**src/rtl/cbar_pkg.sv**
```systemverilog
package cbar_pkg;

  typedef enum logic [2:0] {
    HUE_BLACK, HUE_WHITE, HUE_YELLOW, HUE_CYAN,
    HUE_GREEN, HUE_MAGENTA, HUE_RED, HUE_BLUE
  } barHue_t;

  // Strobes and band state handed from control to datapath
  typedef struct packed {
    logic       take;
    logic       lineEnd;
    logic [3:0] colBand;
    logic [3:0] rowBand;
    logic       border;
  } cbarCtl_t;

  function automatic barHue_t tallBarHue(input logic [3:0] col);
    case (col)
      4'd1, 4'd2:   return HUE_WHITE;
      4'd3, 4'd4:   return HUE_YELLOW;
      4'd5, 4'd6:   return HUE_CYAN;
      4'd7, 4'd8:   return HUE_GREEN;
      4'd9, 4'd10:  return HUE_MAGENTA;
      4'd11, 4'd12: return HUE_RED;
      4'd13, 4'd14: return HUE_BLUE;
      default:      return HUE_BLACK;
    endcase
  endfunction

  // {red, green, blue} channel enables for a hue
  function automatic logic [2:0] hueMask(input barHue_t hue);
    case (hue)
      HUE_WHITE:   return 3'b111;
      HUE_YELLOW:  return 3'b110;
      HUE_CYAN:    return 3'b011;
      HUE_GREEN:   return 3'b010;
      HUE_MAGENTA: return 3'b101;
      HUE_RED:     return 3'b100;
      HUE_BLUE:    return 3'b001;
      default:     return 3'b000;
    endcase
  endfunction

endpackage

```
**src/rtl/cbar_ctrl.sv**
```systemverilog
module cbar_ctrl
  import cbar_pkg::*;
#(
  parameter int WW = 10,
  parameter int HW = 10
) (
  input  logic          clk,
  input  logic          rst,
  input  logic          take,
  input  logic          lineEnd,
  input  logic          frameEnd,
  input  logic [WW-1:0] width,
  input  logic [HW-1:0] height,
  output cbarCtl_t      ctl
);
  localparam int CEW = WW + 1;
  localparam int REW = HW + 1;

  logic [WW-1:0]  colCnt;
  logic [CEW-1:0] colEdge;
  logic [3:0]     colBand;
  logic [HW-1:0]  rowCnt;
  logic [REW-1:0] rowEdge;
  logic [3:0]     rowBand;
  logic           seenPix;

  logic [CEW-1:0] colStep;
  logic [REW-1:0] rowStep;
  logic           unusedWidthLow;

  assign colStep        = CEW'(width >> 4);
  assign rowStep        = REW'(height >> 4);
  assign unusedWidthLow = ^width[3:0];

  // Column count and column band
  always_ff @(posedge clk) begin
    if (rst || lineEnd) begin
      colCnt  <= '0;
      colBand <= '0;
      colEdge <= colStep;
    end else if (take) begin
      colCnt <= colCnt + 1'b1;
      if (CEW'(colCnt) >= colEdge) begin
        if (colBand != 4'hF) colBand <= colBand + 1'b1;
        colEdge <= colEdge + colStep;
      end
    end
  end

  // Row count and row band, advanced only by lines that carried pixels
  always_ff @(posedge clk) begin
    if (rst || frameEnd) begin
      rowCnt  <= '0;
      rowBand <= '0;
      rowEdge <= rowStep;
      seenPix <= 1'b0;
    end else if (lineEnd) begin
      if (seenPix || take) begin
        rowCnt <= rowCnt + 1'b1;
        if (REW'(rowCnt) >= rowEdge) begin
          if (rowBand != 4'hF) rowBand <= rowBand + 1'b1;
          rowEdge <= rowEdge + rowStep;
        end
      end
      seenPix <= 1'b0;
    end else if (take) begin
      seenPix <= 1'b1;
    end
  end

  always_comb begin
    ctl.take    = take;
    ctl.lineEnd = lineEnd;
    ctl.colBand = colBand;
    ctl.rowBand = rowBand;
    ctl.border  = lineEnd || (colCnt == '0) || (rowCnt == '0) ||
                  (rowCnt == height - 1'b1);
  end

  // a line end always restarts the column band
  p_col_clear_r2: assert property (@(posedge clk) disable iff (rst)
    lineEnd |=> (colBand == 4'd0));

  // the column band moves by at most one per take
  p_col_step_r2: assert property (@(posedge clk) disable iff (rst)
    (!lineEnd && take) |=> (colBand == $past(colBand)) || (colBand == $past(colBand) + 4'd1));

  // a line end without any consumed pixel does not count as a row
  p_row_hold_r3: assert property (@(posedge clk) disable iff (rst)
    (lineEnd && !frameEnd && !take && !seenPix) |=> $stable(rowCnt));

  // frame end restarts the rows
  p_row_clear_r3: assert property (@(posedge clk) disable iff (rst)
    frameEnd |=> (rowCnt == '0) && (rowBand == 4'd0));

endmodule

```
**src/rtl/cbar_datapath.sv**
```systemverilog
module cbar_datapath
  import cbar_pkg::*;
#(
  parameter int WW    = 10,
  parameter int BPC   = 4,
  parameter int FRACB = 15
) (
  input  logic             clk,
  input  logic             rst,
  input  cbarCtl_t         ctl,
  input  logic [WW-1:0]    width,
  output logic [3*BPC-1:0] pixel,
  output logic [FRACB-1:0] rampStep
);
  localparam int                 PW    = 3 * BPC;
  localparam int                 SW    = FRACB + 1;
  localparam logic [BPC-1:0]     FULLV = {BPC{1'b1}};
  localparam logic [BPC-1:0]     BARV  = FULLV - (FULLV >> 2);
  localparam logic [SW-1:0]      SPAN  = SW'(1) << FRACB;

  logic [FRACB-1:0] acc, accSum, step;
  logic [WW-1:0]    widthPrev;
  logic [SW-1:0]    shortLimit;

  assign accSum     = ctl.take ? acc + step : acc;
  assign shortLimit = SPAN - SW'(width);
  assign rampStep   = step;

  always_ff @(posedge clk) begin
    if (rst || ctl.lineEnd) acc <= '0;
    else if (ctl.take)      acc <= acc + step;
  end

  // Step tuning toward 2^FRACB/width, one unit per line
  always_ff @(posedge clk) begin
    widthPrev <= width;
    if (rst || (width != widthPrev)) begin
      step <= FRACB'(1);
    end else if (ctl.lineEnd && (accSum != '0)) begin
      if (SW'(accSum) < shortLimit)       step <= step + 1'b1;
      else if (accSum < FRACB'(width))    step <= step - 1'b1;
    end
  end

  // Colour selection
  logic [3:0]     gCol, grayIdx;
  logic [BPC-2:0] rampLow;
  logic [BPC-3:0] grayLow;
  logic [BPC-1:0] red, grn, blu, grayV;
  logic [2:0]     tallMask, mirrorMask;
  logic           unusedAcc;

  assign gCol       = acc[FRACB-1 -: 4];
  assign rampLow    = acc[FRACB-5 -: BPC-1];
  assign grayLow    = acc[FRACB-5 -: BPC-2];
  assign grayIdx    = gCol - 4'd10;
  assign grayV      = {grayIdx[1:0], grayLow};
  assign tallMask   = hueMask(tallBarHue(ctl.colBand));
  assign mirrorMask = hueMask(tallBarHue(~ctl.colBand));
  assign unusedAcc  = ^acc;

  always_comb begin
    red = '0; grn = '0; blu = '0;
    if (ctl.border) begin
      red = FULLV; grn = FULLV; blu = FULLV;
    end else begin
      case (ctl.rowBand)
        4'd1, 4'd2, 4'd3, 4'd4, 4'd5, 4'd6, 4'd7, 4'd8: begin
          red = tallMask[2] ? BARV : '0;
          grn = tallMask[1] ? BARV : '0;
          blu = tallMask[0] ? BARV : '0;
        end
        4'd9: begin
          red = mirrorMask[2] ? BARV : '0;
          grn = mirrorMask[1] ? BARV : '0;
          blu = mirrorMask[0] ? BARV : '0;
        end
        4'd10, 4'd11, 4'd12: begin
          case (ctl.colBand[3:2])
            2'd0:    begin red = FULLV; grn = FULLV; blu = FULLV; end
            2'd2:    begin red = BARV;  grn = BARV;  blu = BARV;  end
            default: ;
          endcase
        end
        4'd14: begin
          case (gCol)
            4'd1:  red = {1'b0, rampLow};
            4'd2:  red = {1'b1, rampLow};
            4'd4:  grn = {1'b0, rampLow};
            4'd5:  grn = {1'b1, rampLow};
            4'd7:  blu = {1'b0, rampLow};
            4'd8:  blu = {1'b1, rampLow};
            4'd10, 4'd11, 4'd12, 4'd13: begin
              red = grayV; grn = grayV; blu = grayV;
            end
            default: ;
          endcase
        end
        default: ;
      endcase
    end
  end

  always_ff @(posedge clk) begin
    if (rst)           pixel <= '0;
    else if (ctl.take) pixel <= {red, grn, blu};
  end

  // no take, no pixel change
  p_hold_r12: assert property (@(posedge clk) disable iff (rst)
    !ctl.take |=> $stable(pixel));

  // the end-of-line pixel is white
  p_white_r7: assert property (@(posedge clk) disable iff (rst)
    (ctl.take && ctl.lineEnd) |=> (pixel == {PW{1'b1}}));

  // the step only moves at a line end or on a width change
  p_step_hold_r9: assert property (@(posedge clk) disable iff (rst)
    ((width == widthPrev) && !ctl.lineEnd) |=> $stable(step));

  // a width change restarts the step
  p_step_restart_r10: assert property (@(posedge clk) disable iff (rst)
    (width != widthPrev) |=> (step == FRACB'(1)));

endmodule

```
**src/rtl/colour_bar_source.sv**
```systemverilog
module colour_bar_source
  import cbar_pkg::*;
#(
  parameter int WW    = 10,
  parameter int HW    = 10,
  parameter int BPC   = 4,
  parameter int FRACB = 15
) (
  input  logic             clk,
  input  logic             rst,
  input  logic             take,
  input  logic             lineEnd,
  input  logic             frameEnd,
  input  logic [WW-1:0]    width,
  input  logic [HW-1:0]    height,
  output logic [3*BPC-1:0] pixel,
  output logic [FRACB-1:0] rampStep
);
  if (FRACB <= WW + BPC) begin : g_badCfg
    $error("FRACB must exceed WW + BPC");
  end

  cbarCtl_t ctl;

  cbar_ctrl #(.WW(WW), .HW(HW)) u_ctrl (
    .clk(clk), .rst(rst), .take(take), .lineEnd(lineEnd),
    .frameEnd(frameEnd), .width(width), .height(height), .ctl(ctl)
  );

  cbar_datapath #(.WW(WW), .BPC(BPC), .FRACB(FRACB)) u_dp (
    .clk(clk), .rst(rst), .ctl(ctl), .width(width),
    .pixel(pixel), .rampStep(rampStep)
  );

endmodule

```
**config.mk**
```make
export PLATFORM = sky130hd
export DESIGN_NAME = colour_bar_source
export DESIGN_NICKNAME = d
export VERILOG_FILES = /design/src/rtl/cbar_pkg.sv /design/src/rtl/cbar_ctrl.sv /design/src/rtl/cbar_datapath.sv /design/src/rtl/colour_bar_source.sv
export SDC_FILE = /design/constraint.sdc
export NUM_CORES = 1
export LEC_CHECK = 0
export BUFFER_PORTS_ARGS = -buffer_cell sky130_fd_sc_hd__clkbuf_2
export CAP_MARGIN = 20
export CORE_ASPECT_RATIO = 1.5
export CORE_UTILIZATION = 50
export DETAILED_ROUTE_END_ITERATION = 8
export PLACE_DENSITY = 0.75
export SYNTH_ARGS = -nofsm -noshare
export SYNTH_HDL_FRONTEND = slang
export SYNTH_SLANG_ARGS = --single-unit
export TNS_END_PERCENT = 1
```
**constraint.sdc**
```tcl
create_clock -name clk -period 8.5 [get_ports clk]
set_input_delay 0.85 -clock clk [delete_from_list [all_inputs] [get_ports clk]]
set_output_delay 0.85 -clock clk [all_outputs]
set_load 0.01 [all_outputs]
```
; ---- Word level (Yosys, flattened, before mapping)
; Memories as Yosys holds them, arrays and structs flattened. A register that Yosys moved wholly into a read port is not among the register bits.
; Index checks and enable logic that the tools add are counted.
[op_classes]
add_sub_neg = 12
magnitude_cmp = 4
n_eq_ne = 42
mux = 30
n_bitwise = 1
reduce_logical = 30
[ops]
columns = op, count
row1 = 4-bit case mux with 4 select lines, 3
row2 = 15-bit 2-to-1 mux, 3
row3 = 4-bit == test (second input constant), 11
row4 = 4-bit 2-to-1 mux, 11
row5 = 6-bit 2-to-1 mux, 7
row6 = 3-bit case mux with 7 select lines, 2
row7 = 4-bit case mux with 3 select lines, 3
row8 = 4-bit by 3-bit == test with 1-bit output (second input constant), 7
row9 = 3-bit == test (second input constant), 8
row10 = 11-bit by 6-bit adder with 11-bit output, 2
row11 = 10-bit by 11-bit >= comparator with 1-bit output, 2
row12 = 10-bit by 1-bit adder with 10-bit output (second input constant), 2
row13 = 10-bit zero test, 2
row14 = 15-bit by 16-bit less-than comparator with 1-bit output, 1
row15 = 16-bit by 10-bit subtractor with 16-bit output (first input constant), 1
row16 = 15-bit by 1-bit adder with 15-bit output (second input constant), 1
row17 = 15-bit adder, 1
row18 = 15-bit by 10-bit less-than comparator with 1-bit output, 1
row19 = 15-bit nonzero test, 1
row20 = 15-bit by 1-bit subtractor with 15-bit output (second input constant), 1
row21 = 3-bit by 2-bit == test with 1-bit output (second input constant), 4
row22 = 4-bit by 2-bit == test with 1-bit output (second input constant), 3
row23 = 2-bit nonzero test, 6
row24 = 10-bit == test, 1
row25 = other kinds (20), 35
[word_totals]
regBits = 103
romBits = 96
input_bits = 25
output_inout_bits = 27
n_memories = 2
[memory_table]
columns = memory, words, width, rd, rd_ports_with_merged_regs, write_ports, line
row1 = (name not given), 16, 3, 1, 0, 0, cbar_pkg.sv:18  ; case (col)
row2 = (name not given), 16, 3, 1, 1, 0, cbar_pkg.sv:18

; ---- Longest topological paths before layout
; Gate-level depths: netlist (run 1).
; An unclocked memory read counts as a cell.
[logic_depth]
depth_word = 7
mapped_depth = 28
ltp_nobuf = 28

; ---- Hierarchy
; A second synthesis (run 1) with hierarchy kept.
[unflattened]
hier_cells = 1003
hier_area_um2 = 8140.3
[modules_own_cells]
columns = module, instances, cells_per_inst, area_per_inst_um2, seq_area_each_um2
row1 = cbar_datapath, 1, 591, 4659.5, 1041.0
row2 = cbar_ctrl, 1, 412, 3480.8, 1141.1

; ---- Worst setup path after synthesis (run 1)
; Ideal clock, no wire load.
[synth_path]
path_kind = reg-to-reg
start = register u_dp.step[0] (netlist: u_dp.rampStep[0])
end = register u_dp.step[14] (netlist: u_dp.rampStep[14])
setup_ns = 0.115
arrival_ns = 5.317
t_required_ns = 8.385
setup_slack_ns = 3.068
stages_incl_launch_ff = 25
path_buffers = 0
period_less_slack_ns = 5.432
path_cell_list = dfxtp_1 -> ha_1 -> fa_1 -> a211oi_2 -> o21ai_1 -> a21oi_1 -> xnor2_1 -> mux2_1 -> ha_1 -> o211a_1 -> a221oi_2 -> a21oi_1 -> o21ai_1 -> a211oi_4 -> ha_1 -> a21o_1 -> or3_1 -> o211ai_1 -> a41oi_1 -> o21a_1 -> nor2_1 -> o21ai_0 -> o32ai_1 -> a21oi_1 -> o21ba_1
[synth_via]
elab_chain_len = 5
word_cells_on_any_way = 12
classes_between = 3 x add/sub / 2 x order compare / 3 x mux / 4 x reduce/logical
[synth_lines]
columns = element, line
row1 = "start, declared", cbar_datapath.sv:21  ; logic [FRACB-1:0] acc, accSum, step;
row2 = "start signal, assigned", cbar_datapath.sv:40  ; if (SW'(accSum) < shortLimit) step <= step + 1'b1;
row3 = "start signal, assigned", cbar_datapath.sv:41  ; else if (accSum < FRACB'(width)) step <= step - 1'b1;
row4 = 15-bit adder *, cbar_datapath.sv:25  ; assign accSum = ctl.take ? acc + step : acc;
row5 = 15-bit 2-to-1 mux *, cbar_datapath.sv:25
row6 = named net u_dp.accSum[8], cbar_datapath.sv:21
row7 = "15-bit by 16-bit less-than comparator with 1-bit output, or another cell as far along", cbar_datapath.sv:40
row8 = 2-bit nonzero test (no source line) or 1-bit logical AND (tied branches), -
row9 = 2-bit AND reduction (no source line), -
; Mark *: on every way through the listed nets, which the timed path passes. The rest lies on a longest branch. The select of a mux whose other input is x is not followed.
; A chain may end at the register's enable or synchronous reset.

; ---- Worst setup path in the final report (run 1)
; Same ends and word-level chain as after synthesis.

==> results of run 1 <==
[registers in the layout (all words and copies together), names as in the netlist, named ones only]
name and cells:
u_ctrl.colBand 4, u_ctrl.colCnt 10, u_ctrl.colEdge 11, u_ctrl.rowBand 4, u_ctrl.rowCnt 10, u_ctrl.rowEdge 11, u_ctrl.seenPix 1, u_dp.acc 15
u_dp.pixel 12, u_dp.rampStep 15, u_dp.widthPrev 10
[stage by stage]
step	cell area, um2	util, %
3_5_place_dp	8570	54.1
4_1_cts	8850	55.9
6_report	8850	55.9
2_1_floorplan	8180	-
5_1_grt	8850	55.9
3_3_place_gp	8570	54.1
[power by group through the flow]
stage	clock, mW	combinational [mW]	sequential [mW]
after floorplan	0	0.112	0.543
after global placement	0	0.147	0.546
after detailed placement	0	0.153	0.545
after CTS	0.423	0.154	0.534
after global routing	0.435	0.175	0.536
final	0.411	0.152	0.534
[cell type report]
cell class | count | area (um2)
clock buffers | 12 | 236
clock inverters | 3 | 41.3
fillers | 1523 | 6980
inverters | 78 | 293
multi-input cells | 754 | 5510
flip-flops and latches | 106 | 2240
well taps | 203 | 254
repair buffers | 54 | 278
[Yosys cell counts, types with 18 or more instances]
cell type  number  area share (%)
xnor2_1        48             5.1
dfxtp_1        94              23
ha_1          106              16
mux2i_1        20             2.4
clkbuf_1       23             1.1
xor2_1         42             4.5
a21oi_1        46             2.8
nor3_1         24             1.5
nand3_1        25             1.5
inv_1          78             3.6
o21ai_0        43             2.6
nand2_1        63             2.9
nor2b_1        18             1.4
nor2_1        106             4.9
[final timing paths]
| kind | slack (ns) | depth (start not counted) | to | from |
|---|---|---|---|---|
| setup reg to reg | 2.40 | 26 | u_dp.rampStep[14] | u_dp.rampStep[0] |
| hold reg to reg | 0.49 | 2 | u_ctrl.colEdge[10] | u_ctrl.colEdge[10] |
| setup / recovery | 2.40 | 26 | u_dp.rampStep[14] | u_dp.rampStep[0] |
| hold / removal | 0.49 | 2 | u_ctrl.colEdge[10] | u_ctrl.colEdge[10] |
[layer usage]
layer  up-vias  track usage [%]
met5         -                0
met4         0             11.1
met3        35             3.19
met2       106             41.2
met1      3183             24.0
li1       3493                -
[worst max-delay path, cell delays in order (launching register included)]
cell and delay (ns):
dfxtp_1 0.37, ha_1 0.26, fa_1 0.44, a211oi_2 0.29
o21ai_1 0.16, a21oi_1 0.23, xnor2_1 0.12, mux2_1 0.36
ha_1 0.33, o211a_1 0.17, a221oi_2 0.07, a21oi_1 0.18
o21ai_1 0.12, a211oi_4 0.73, inv_1 0.17, fa_1 0.43
nand2b_1 0.17, a21oi_1 0.21, o211ai_1 0.13, a41oi_1 0.21
o21a_1 0.14, nor2_1 0.04, a21oi_1 0.12, o31ai_1 0.08
o32ai_1 0.16, a21oi_1 0.12, o21ba_1 0.18
[kinds of logic (layout without fill, tap and decap cells)]
group           Yosys count  after routing
xor+xnor                 90             90
flops                   106            106
mux                      28             28
compound gates          219            219
buf+inv                 111            147
fa+ha+maj               110            110
simple gates            307            307
==> metrics.md, run 1 <==
| Metric | Value |
|---|---|
| Root Buffer | clkbuf_16 |
| Post-synthesis xor/xnor area fraction | 9.64% |
| Final Power | 1.10 mW |
| P_sw | 0.283 mW |
| Largest net degree at the start of global routing | 49 |
| Syn. warnings | 0 |
| CTS Buf Count | 9 |
| WHS | 0.486 ns |
| Max Freq | 164 MHz |
| Placed cell count | 1195 |
| Cts hold-fix bufs | 0 |
| Post-CTS Resized | 0 |
| Worst VDD drop | 0.000122 V |
| Final Cycle Share | 71.8% |
| Rows | 56 |
| Final Worst Setup Slack | 2.40 ns |
| Max Root-Sink Buffers | 2 |
| Post-Route Setup TNS | 0 ns |
| Final Hold Viols | 0 |
| Seq cells post-synth | 106 |
| Routed len/inst | 14.7 um |
| Int Pwr | 0.815 mW |
| Post-layout min period | 6.10 ns |
| Setup Skew | 0.00987 ns |
| DR WL met3 | 523 um |
| Final setup violation count | 0 |
| Clk slew on worst S/H paths | 0.07 ns |
| Synth unique cells | 78 |
| Clk Latency, worst-skew pair | 0.36 ns |
| Initial antenna violation count | 0 |
| Vias per Instance | 5.63 |
| Routability congestion estimate | 0.929 |
| Tightest Hold Check Type | reg2reg |
| Most frequently used flop master after synthesis | dfxtp_1 |
| Total setup buffers inserted after CTS | 0 |
| Post-Synth Adder-Cell Area | 17.2% |
| Top layer in use | met4 |
| # IOs | 52 |
| Fin. max-slew vios | 0 |
| Final ANT Viol Nets | 0 |
| Global-route congestion overflow total | 0 |
| CP Max Fanout | 17 |
| Vias in the first global route | 6640 |
| Main combinational cell family by area after synthesis | compound AO/OA/AOI/OAI gates |
| Synth Area in Simple Gates | 18.1% |
| Clock network fraction of total power | 37.5% |
| Worst slew pin tran | 1.06 ns |
| Layout cells sized above 1 | 9.83% |
| Most frequent cells in the layout | 106 x nor2_1, 106 x ha_1, 94 x dfxtp_1, 78 x inv_1, 63 x nand2_1 |
| Core footprint | 15800 um2 |
| Area growth syn-to-layout | 8.21% |
| Diodes inserted | 0 |
| Leak | 3.88 nW |
| Post-synth EDFFs | 12 |
| RSZ-0062 raised after global routing | no |
| H-Tree Level Count | 3 |
| DRC errors left | 0 |
| Max Cap Viol | 0 |
| Synth Area in Compound Gates | 18.8% |
| Post-Syn Nets | 1106 |
| Syn Inst Count | 971 |
| Die area | 16900 um2 |
| Asr flop ratio synth | 0% |
| Final std cells w/o fill | 1210 |
| Mapped Area | 8180 um2 |
| DR iter-0 viols | 306 |
| Via count | 6817 |
| Chip width | 106 um |
| Worst path arrival time | 6.35 ns |
| Slew margin rel. | 29.0% |
| Met2 WL | 9200 um |
| Clock sink count | 106 |
| Drt pass-1 iters | 4 |
| CP Data Required Time | 8.75 ns |
| Post-layout nets | 1138 |
| Number of I/O port buffers | 51 |
| First-pass GRT wire length | 30000 um |
| CTS tree | yes |
| Final HPWL DP | 13800 um |
| Die Ht | 159 um |
| Outcome | finished clean |
| Final WL | 17800 um |
| Comb pwr share | 13.9% |
| Power per cell area | 124 nW/um2 |
| Placement Setup Slack | 2.35 ns |
| Initial Util | 51.7% |
| Flop pwr share | 48.7% |
| Nature of the critical path startpoint | flop |
| Setup Crit Path Kind | reg2reg |
| GRT Overall Usage | 22.0% |
| Seq/Total Area, Yosys | 27.4% |
| Net Sw Frac | 25.8% |
| Proportion of synthesized area in mux cells | 3.62% |
| CP Capture Type | flop |
| Post-Route M1 WL | 7450 um |
| Avg Cell Area, Syn | 8.42 um2 |
Power figures use the tool's default switching activity.
==> inputs of run 2 (changes only) <==
PLACE_DENSITY = 0.77   (was 0.75)
clock period = 5 ns   (was 8.5 ns; I/O delays follow)
==> metrics.md, run 2 (synthesis gave the netlist of run 1 again) <==
| Metric | Value |
|---|---|
| Initial antenna violation count | 0 (unchanged) |
| Slew margin rel. | 36.3% (was 29.0%) |
| Initial Util | 51.7% (unchanged) |
| Setup Crit Path Kind | reg2reg (unchanged) |
| Routability congestion estimate | 0.912 (was 0.929) |
| CTS tree | yes (unchanged) |
| Critical path's slowest cell | a211oi_4 (unchanged) |
| RSZ-0062 raised after global routing | yes (was no) |
| Clock sink count | 106 (unchanged) |
| Max Freq | 187 MHz (was 164 MHz) |
| Total setup buffers inserted after CTS | 0 (unchanged) |
| Placement Cell Area | 9390 um2 (was 8570 um2) |
| Rows | 56 (unchanged) |
| Fill cell count | 1426 (was 1523) |
| Largest net degree at the start of global routing | 49 (unchanged) |
| Setup Skew | 0.0126 ns (was 0.00987 ns) |
| Final Power | 1.89 mW (was 1.10 mW) |
| Hold Crit Start | width[3] (was u_ctrl.colEdge[10]) |
| Most frequent cells in the layout | 105 x nor2_1, 105 x buf_4, 103 x ha_1, 92 x dfxtp_1, 77 x inv_1 (was 106 x nor2_1, 106 x ha_1, 94 x dfxtp_1, 78 x inv_1, 63 x nand2_1) |
| Root Buffer | clkbuf_16 (unchanged) |
| Final Worst Setup Slack | -0.338 ns (was 2.40 ns) |
| Worst setup startpoint | u_dp.acc[0] (was u_dp.rampStep[0]) |
| Int Pwr | 1.37 mW (was 0.815 mW) |
| Register-to-Register Setup Slack | -0.34 ns (was 2.40 ns) |
| Max stage delay on crit path | 0.43 ns (was 0.73 ns) |
| Number of I/O port buffers | 51 (unchanged) |
| H-Tree Level Count | 3 (unchanged) |
| Max Root-Sink Buffers | 2 (unchanged) |
| Final HPWL DP | 15100 um (was 13800 um) |
| Max Cap Viol | 0 (unchanged) |
| Vias in the first global route | 7436 (was 6640) |
| Flop pwr share | 47.9% (was 48.7%) |
| Comb pwr share | 14.7% (was 13.9%) |
| Worst Hold Path EP | u_dp.widthPrev[3] (was u_ctrl.colEdge[10]) |
| CP Max Fanout | 7 (was 17) |
| Post-Route Setup TNS | -0.850 ns (was 0 ns) |
| Worst Hold Depth | 1 (was 2) |
| CP Capture Type | flop (unchanged) |
| Worst VDD drop | 0.000141 V (was 0.000122 V) |
| Routed len/inst | 14.8 um (was 14.7 um) |
| Fin. max-slew vios | 0 (unchanged) |
| DR iter-0 viols | 288 (was 306) |
| Die area | 16900 um2 (unchanged) |
| Via count | 7326 (was 6817) |
| Power per cell area | 194 nW/um2 (was 124 nW/um2) |
| CTS Buf Count | 9 (unchanged) |
| Clk Latency, worst-skew pair | 0.36 ns (about the same) |
| Worst slew pin tran | 0.953 ns (was 1.06 ns) |
| Reg2reg start | u_dp.acc[0] (was u_dp.rampStep[0]) |
| Nature of the critical path startpoint | flop (unchanged) |
| Placement Setup Slack | -0.395 ns (was 2.35 ns) |
| Global-route congestion overflow total | 0 (unchanged) |
| Clock network fraction of total power | 37.4% (was 37.5%) |
| Die Ht | 159 um (unchanged) |
| Worst r2r dst | u_dp.rampStep[13] (was u_dp.rampStep[14]) |
| Core footprint | 15800 um2 (unchanged) |
| Final Cycle Share | 107% (was 71.8%) |
| Vias per Instance | 5.58 (was 5.63) |
| Violated checks | setup timing |
| Outcome | finished, violations left (was finished clean) |
| Final Hold Viols | 0 (unchanged) |
| Tightest Hold Check Type | in2reg (was reg2reg) |
| R2R cell count | 27 (was 26) |
| Clk slew on worst S/H paths | 0.08 ns (was 0.07 ns) |
| CP Data Required Time | 5.21 ns (was 8.75 ns) |
| Final ANT Viol Nets | 0 (unchanged) |
| CP Buf/Inv Count | 2 (was 1) |
| Largest delay share family, worst path | compound AO/OA/AOI/OAI gates (unchanged) |
| Diodes inserted | 0 (unchanged) |
| Leak | 4.43 nW (was 3.88 nW) |
| Net Sw Frac | 27.7% (was 25.8%) |
| Post-layout nets | 1241 (was 1138) |
| # IOs | 52 (unchanged) |
| Layout cells sized above 1 | 20.3% (was 9.83%) |
| DRC errors left | 0 (unchanged) |
| GRT Overall Usage | 24.0% (was 22.0%) |
| Post-route design area | 9740 um2 (was 8850 um2) |
| Multi-input gate area | 5600 um2 (was 5510 um2) |
| First-pass GRT wire length | 33000 um (was 30000 um) |
| Chip width | 106 um (unchanged) |
| Final setup violation count | 5 (was 0) |
| Area growth syn-to-layout | 19.1% (was 8.21%) |
| Post-layout min period | 5.34 ns (was 6.10 ns) |
| Storage cell area | 2240 um2 (about the same) |
| Final WL | 19400 um (was 17800 um) |
| P_sw | 0.523 mW (was 0.283 mW) |
| Drt pass-1 iters | 4 (unchanged) |
| Worst path arrival time | 5.55 ns (was 6.35 ns) |
| WHS | 0.319 ns (was 0.486 ns) |
-- run 2: cell types whose count changed in the layout (fill, tap and decap cells not counted), moves of 3 or more --
| cell | previous run | this run |
|---|---|---|
| clkbuf_1 | 3 | 0 |
| buf_4 | 3 | 105 |
| a21oi_2 | 3 | 7 |
| clkinv_4 | 0 | 3 |
| a21oi_1 | 46 | 42 |
| ha_1 | 106 | 103 |
-- run 2: worst max path at each step --
stage / to / slack [ns] / depth (start not counted)
finish: u_dp.rampStep[13] / -0.34 / 27
CTS: u_dp.rampStep[14] / -0.33 / 25
floorplan: u_dp.rampStep[14] / -0.27 / 25
global placement: u_dp.rampStep[14] / -0.31 / 24
global route: u_dp.rampStep[14] / -0.70 / 26
detailed placement: u_dp.rampStep[14] / -0.39 / 27
-- run 2: layout make-up --
type / instances / share of cell area [%]
clock buffer: 10 / 2.45
inverter: 78 / 3.01
tap: 203 / 2.61
clock inverter: 6 / 0.514
multi-input combinational: 754 / 57.5
timing repair buffer: 157 / 10.9
sequential: 106 / 23.0
-- run 2: per-layer routing --
layer / share of wire (%) / routed length [um] / track usage (%) / up-vias
met5: 0 / 0 / 0 / -
met4: 4.5 / 863 / 13.7 / 0
met3: 2.3 / 443 / 2.99 / 59
met2: 52 / 10200 / 45.7 / 131
met1: 41 / 7930 / 25.3 / 3430
li1: - / - / - / 3706
-- run 2: through the flow --
step	util, %	std cells
after floorplan	-	971
after global routing	61.5	1314
after global placement	59.3	1298
final	61.5	1314
after detailed placement	59.3	1298
after CTS	61.3	1314
-- run 2: repair_timing --
item                       4_1_cts  5_1_grt
setup endpoints to repair        7        8
hold buffers                     0        0
resized for setup                8        8
pin swaps                        7        3
hold endpoints to repair         0        0
-- run 2: power by group through the flow --
stage / clock network, mW / registers (mW) / logic (mW)
6_report: 0.707 / 0.906 / 0.277
4_1_cts: 0.723 / 0.906 / 0.277
5_1_grt: 0.749 / 0.909 / 0.314
2_1_floorplan: 0 / 0.923 / 0.191
3_3_place_gp: 0 / 0.925 / 0.266
3_5_place_dp: 0 / 0.926 / 0.275
-- run 2: worst register-to-register path, cell delays in order (launching register included) --
cell and delay, ns:
dfxtp_1 0.31, ha_2 0.19, fa_2 0.38, a211oi_4 0.27, o21ai_2 0.11, a211oi_2 0.26
o31ai_2 0.13, a21oi_2 0.16, xnor2_1 0.11, a31oi_4 0.16, inv_1 0.07, ha_1 0.30
a21o_1 0.16, nor2_1 0.08, a211oi_4 0.43, buf_4 0.20, ha_1 0.22, a21o_1 0.19
a21oi_2 0.17, o21bai_1 0.10, a211o_1 0.33, nand3_1 0.10, a31oi_1 0.11, a21o_1 0.20
a21oi_2 0.16, xnor2_1 0.09, mux2i_1 0.15, nor2_1 0.06
==> inputs of run 3 (changes only) <==
CTS_BUF_LIST = sky130_fd_sc_hd__clkbuf_4   (was not set)
==> metrics.md, run 3 (synthesis gave the netlist of run 1 again) <==
| Metric | Value |
|---|---|
| Root Buffer | clkbuf_4 (was clkbuf_16) |
| DR iter-0 viols | 285 (was 288) |
| First-pass GRT wire length | 32600 um (was 33000 um) |
| Global-route congestion overflow total | 0 (unchanged) |
| CP Capture Type | flop (unchanged) |
| Final Hold Viols | 0 (unchanged) |
| Initial antenna violation count | 1 (was 0) |
| CTS Buf Count | 9 (unchanged) |
| Final Cycle Share | 106% (was 107%) |
| Clk Latency, worst-skew pair | 0.50 ns (was 0.36 ns) |
| Initial Util | 51.7% (unchanged) |
| WHS | 0.166 ns (was 0.319 ns) |
| Routed len/inst | 14.6 um (was 14.8 um) |
| CP Data Required Time | 5.42 ns (was 5.21 ns) |
| Final ANT Viol Nets | 0 (unchanged) |
| Crit path top cell by count | a21o_1 |
| Reg2reg start | u_dp.acc[0] (unchanged) |
| Max Root-Sink Buffers | 2 (unchanged) |
| # IOs | 52 (unchanged) |
| Die Ht | 159 um (unchanged) |
| Final HPWL DP | 15100 um (unchanged) |
| Most frequent cells in the layout | 106 x nor2_1, 106 x buf_4, 104 x ha_1, 92 x dfxtp_1, 78 x inv_1 (was 105 x nor2_1, 105 x buf_4, 103 x ha_1, 92 x dfxtp_1, 77 x inv_1) |
| Max Cap Viol | 0 (unchanged) |
| CP Cell Sequence | ha_2 > fa_2 > a21o_1 > a211oi_1 > nor3_1 > a21o_1 > ha_1 > a2111oi_2 > o21ai_1 > a221oi_2 > a21oi_1 > o21ai_2 > a211oi_4 > ha_1 > a21o_1 > or3_1 > o211ai_1 > a41oi_2 > o21a_1 > nor2_1 > o21ai_0 > o32ai_1 > a21oi_1 > o21ba_1 |
| H-Tree Level Count | 3 (unchanged) |
| Setup Skew | 0.0294 ns (was 0.0126 ns) |
| Outcome | finished, violations left (unchanged) |
| Worst slew pin tran | 0.952 ns (was 0.953 ns) |
| Fin. max-slew vios | 0 (unchanged) |
| Violated checks | setup timing (unchanged) |
| Post-layout nets | 1242 (was 1241) |
| Clock sink count | 106 (unchanged) |
| CP Max Fanout | 7 (unchanged) |
| Rows | 56 (unchanged) |
| Worst VDD drop | 0.000116 V (was 0.000141 V) |
| Chip width | 106 um (unchanged) |
| CTS tree | yes (unchanged) |
| Area growth syn-to-layout | 16.9% (was 19.1%) |
| Nature of the critical path startpoint | flop (unchanged) |
| Post-layout min period | 5.30 ns (was 5.34 ns) |
| Tightest Hold Check Type | in2reg (unchanged) |
| Vias in the first global route | 7426 (was 7436) |
| Drt pass-1 iters | 5 (was 4) |
| Core Util, Final | 60.4% (was 61.5%) |
| Setup Crit Path Kind | reg2reg (unchanged) |
| Via count | 7315 (was 7326) |
| Number of I/O port buffers | 51 (unchanged) |
| Register-to-Register Setup Slack | -0.30 ns (was -0.34 ns) |
| Final Worst Setup Slack | -0.296 ns (was -0.338 ns) |
| Clk slew on worst S/H paths | 0.18 ns (was 0.08 ns) |
| Max Freq | 189 MHz (was 187 MHz) |
| Final WL | 19200 um (was 19400 um) |
| CP Buf/Inv Count | 0 (was 2) |
| Die area | 16900 um2 (unchanged) |
| Capture point of the worst path | u_dp.rampStep[14] (was u_dp.rampStep[13]) |
| Routability congestion estimate | 0.912 (unchanged) |
| Worst path arrival time | 5.71 ns (was 5.55 ns) |
| RSZ-0062 raised after global routing | yes (unchanged) |
| Largest net degree at the start of global routing | 49 (unchanged) |
| Core footprint | 15800 um2 (unchanged) |
| Slew margin rel. | 36.4% (was 36.3%) |
| Largest delay share family, worst path | compound AO/OA/AOI/OAI gates (unchanged) |
| Cts hold-fix bufs | 0 (unchanged) |
| Power per cell area | 169 nW/um2 (was 194 nW/um2) |
| Leak | 4.36 nW (was 4.43 nW) |
| Worst setup startpoint | u_dp.acc[0] (unchanged) |
| Max stage delay on crit path | 0.38 ns (was 0.43 ns) |
| Layout cells sized above 1 | 20.0% (was 20.3%) |
| Critical path's slowest cell | fa_2 (was a211oi_4) |
| GRT Overall Usage | 23.8% (was 24.0%) |
| Final setup violation count | 5 (unchanged) |
| Vias per Instance | 5.56 (was 5.58) |
| Worst r2r dst | u_dp.rampStep[14] (was u_dp.rampStep[13]) |
| Worst path depth | 24 (was 27) |
| R2R cell count | 24 (was 27) |
| DRC errors left | 0 (unchanged) |
==> run 3: cell count changes in the layout (fill, tap and decap cells not counted), sizes merged <==
cell	before	now
buf	106	107
clkbuf	61	60
inv	79	80
diode	0	1
==> run 3: worst min path at each step <==
stage | cells after the start | from | slack, ns | endpoint
after floorplan | 2 | u_ctrl.colEdge[10] | 0.44 | u_ctrl.colEdge[10]
after global placement | 2 | u_ctrl.colEdge[10] | 0.47 | u_ctrl.colEdge[10]
after detailed placement | 2 | u_dp.pixel[7] | 0.48 | u_dp.pixel[7]
after CTS | 1 | width[3] | 0.14 | u_dp.widthPrev[3]
after global routing | 1 | width[3] | 0.14 | u_dp.widthPrev[3]
final | 1 | width[3] | 0.17 | u_dp.widthPrev[3]
==> run 3: timing repair <==
action	CTS	global route
hold endpoints to repair	0	0
setup endpoints to repair	7	8
gates resized for setup	9	2
pin swaps	7	4
buffers inserted	1	0
==> run 3: area by class of cell <==
type / count / area [um2]
antenna: 1 / 2.50
clock buffer: 9 / 67.6
clock inverter: 7 / 53.8
fill: 1453 / 6270
inverter: 78 / 293
multi-input combinational: 754 / 5570
sequential: 106 / 2240
tap: 203 / 254
timing repair buffer: 158 / 1070
==> run 3: worst register-to-register path, cell delays in order, from the launching register on <==
cell       delay [ns]
dfxtp_1          0.34
ha_2             0.19
fa_2             0.38
a21o_1           0.19
a211oi_1         0.22
nor3_1           0.07
a21o_1           0.17
ha_1             0.33
a2111oi_2        0.35
o21ai_1          0.14
a221oi_2         0.29
a21oi_1          0.12
o21ai_2          0.19
a211oi_4         0.13
ha_1             0.32
a21o_1           0.17
or3_1            0.31
o211ai_1         0.20
a41oi_2          0.14
o21a_1           0.19
nor2_1           0.11
o21ai_0          0.11
o32ai_1          0.27
a21oi_1          0.11
o21ba_1          0.18
==> run 3: layer usage <==
metal / up-vias / part of all wire [%] / global-route usage, %
met1: 3415 / 40 / 24.7
li1: 3707 / - / -
met3: 59 / 2.5 / 3.40
met5: - / 0 / 0
met2: 134 / 52 / 45.3
met4: 0 / 4.9 / 13.6
==> run 3: where the power goes <==
part	internal, mW	switching [mW]
Sequential	0.890	0.0175
Combinational	0.121	0.156
Clock	0.107	0.322
Total	1.12	0.495
==> run 3: through the flow <==
stage / std cells / setup TNS, ns / total power, mW / cell area [um2] / setup slack (ns)
2_1_floorplan: 971 / -0.424 / 1.11 / 8210 / -0.271
3_3_place_gp: 1298 / -0.694 / 1.19 / 9390 / -0.308
3_5_place_dp: 1298 / -1.31 / 1.20 / 9390 / -0.395
4_1_cts: 1315 / -0.807 / 1.62 / 9550 / -0.306
5_1_grt: 1316 / -3.32 / 1.69 / 9560 / -0.698
6_report: 1316 / -0.725 / 1.61 / 9560 / -0.296
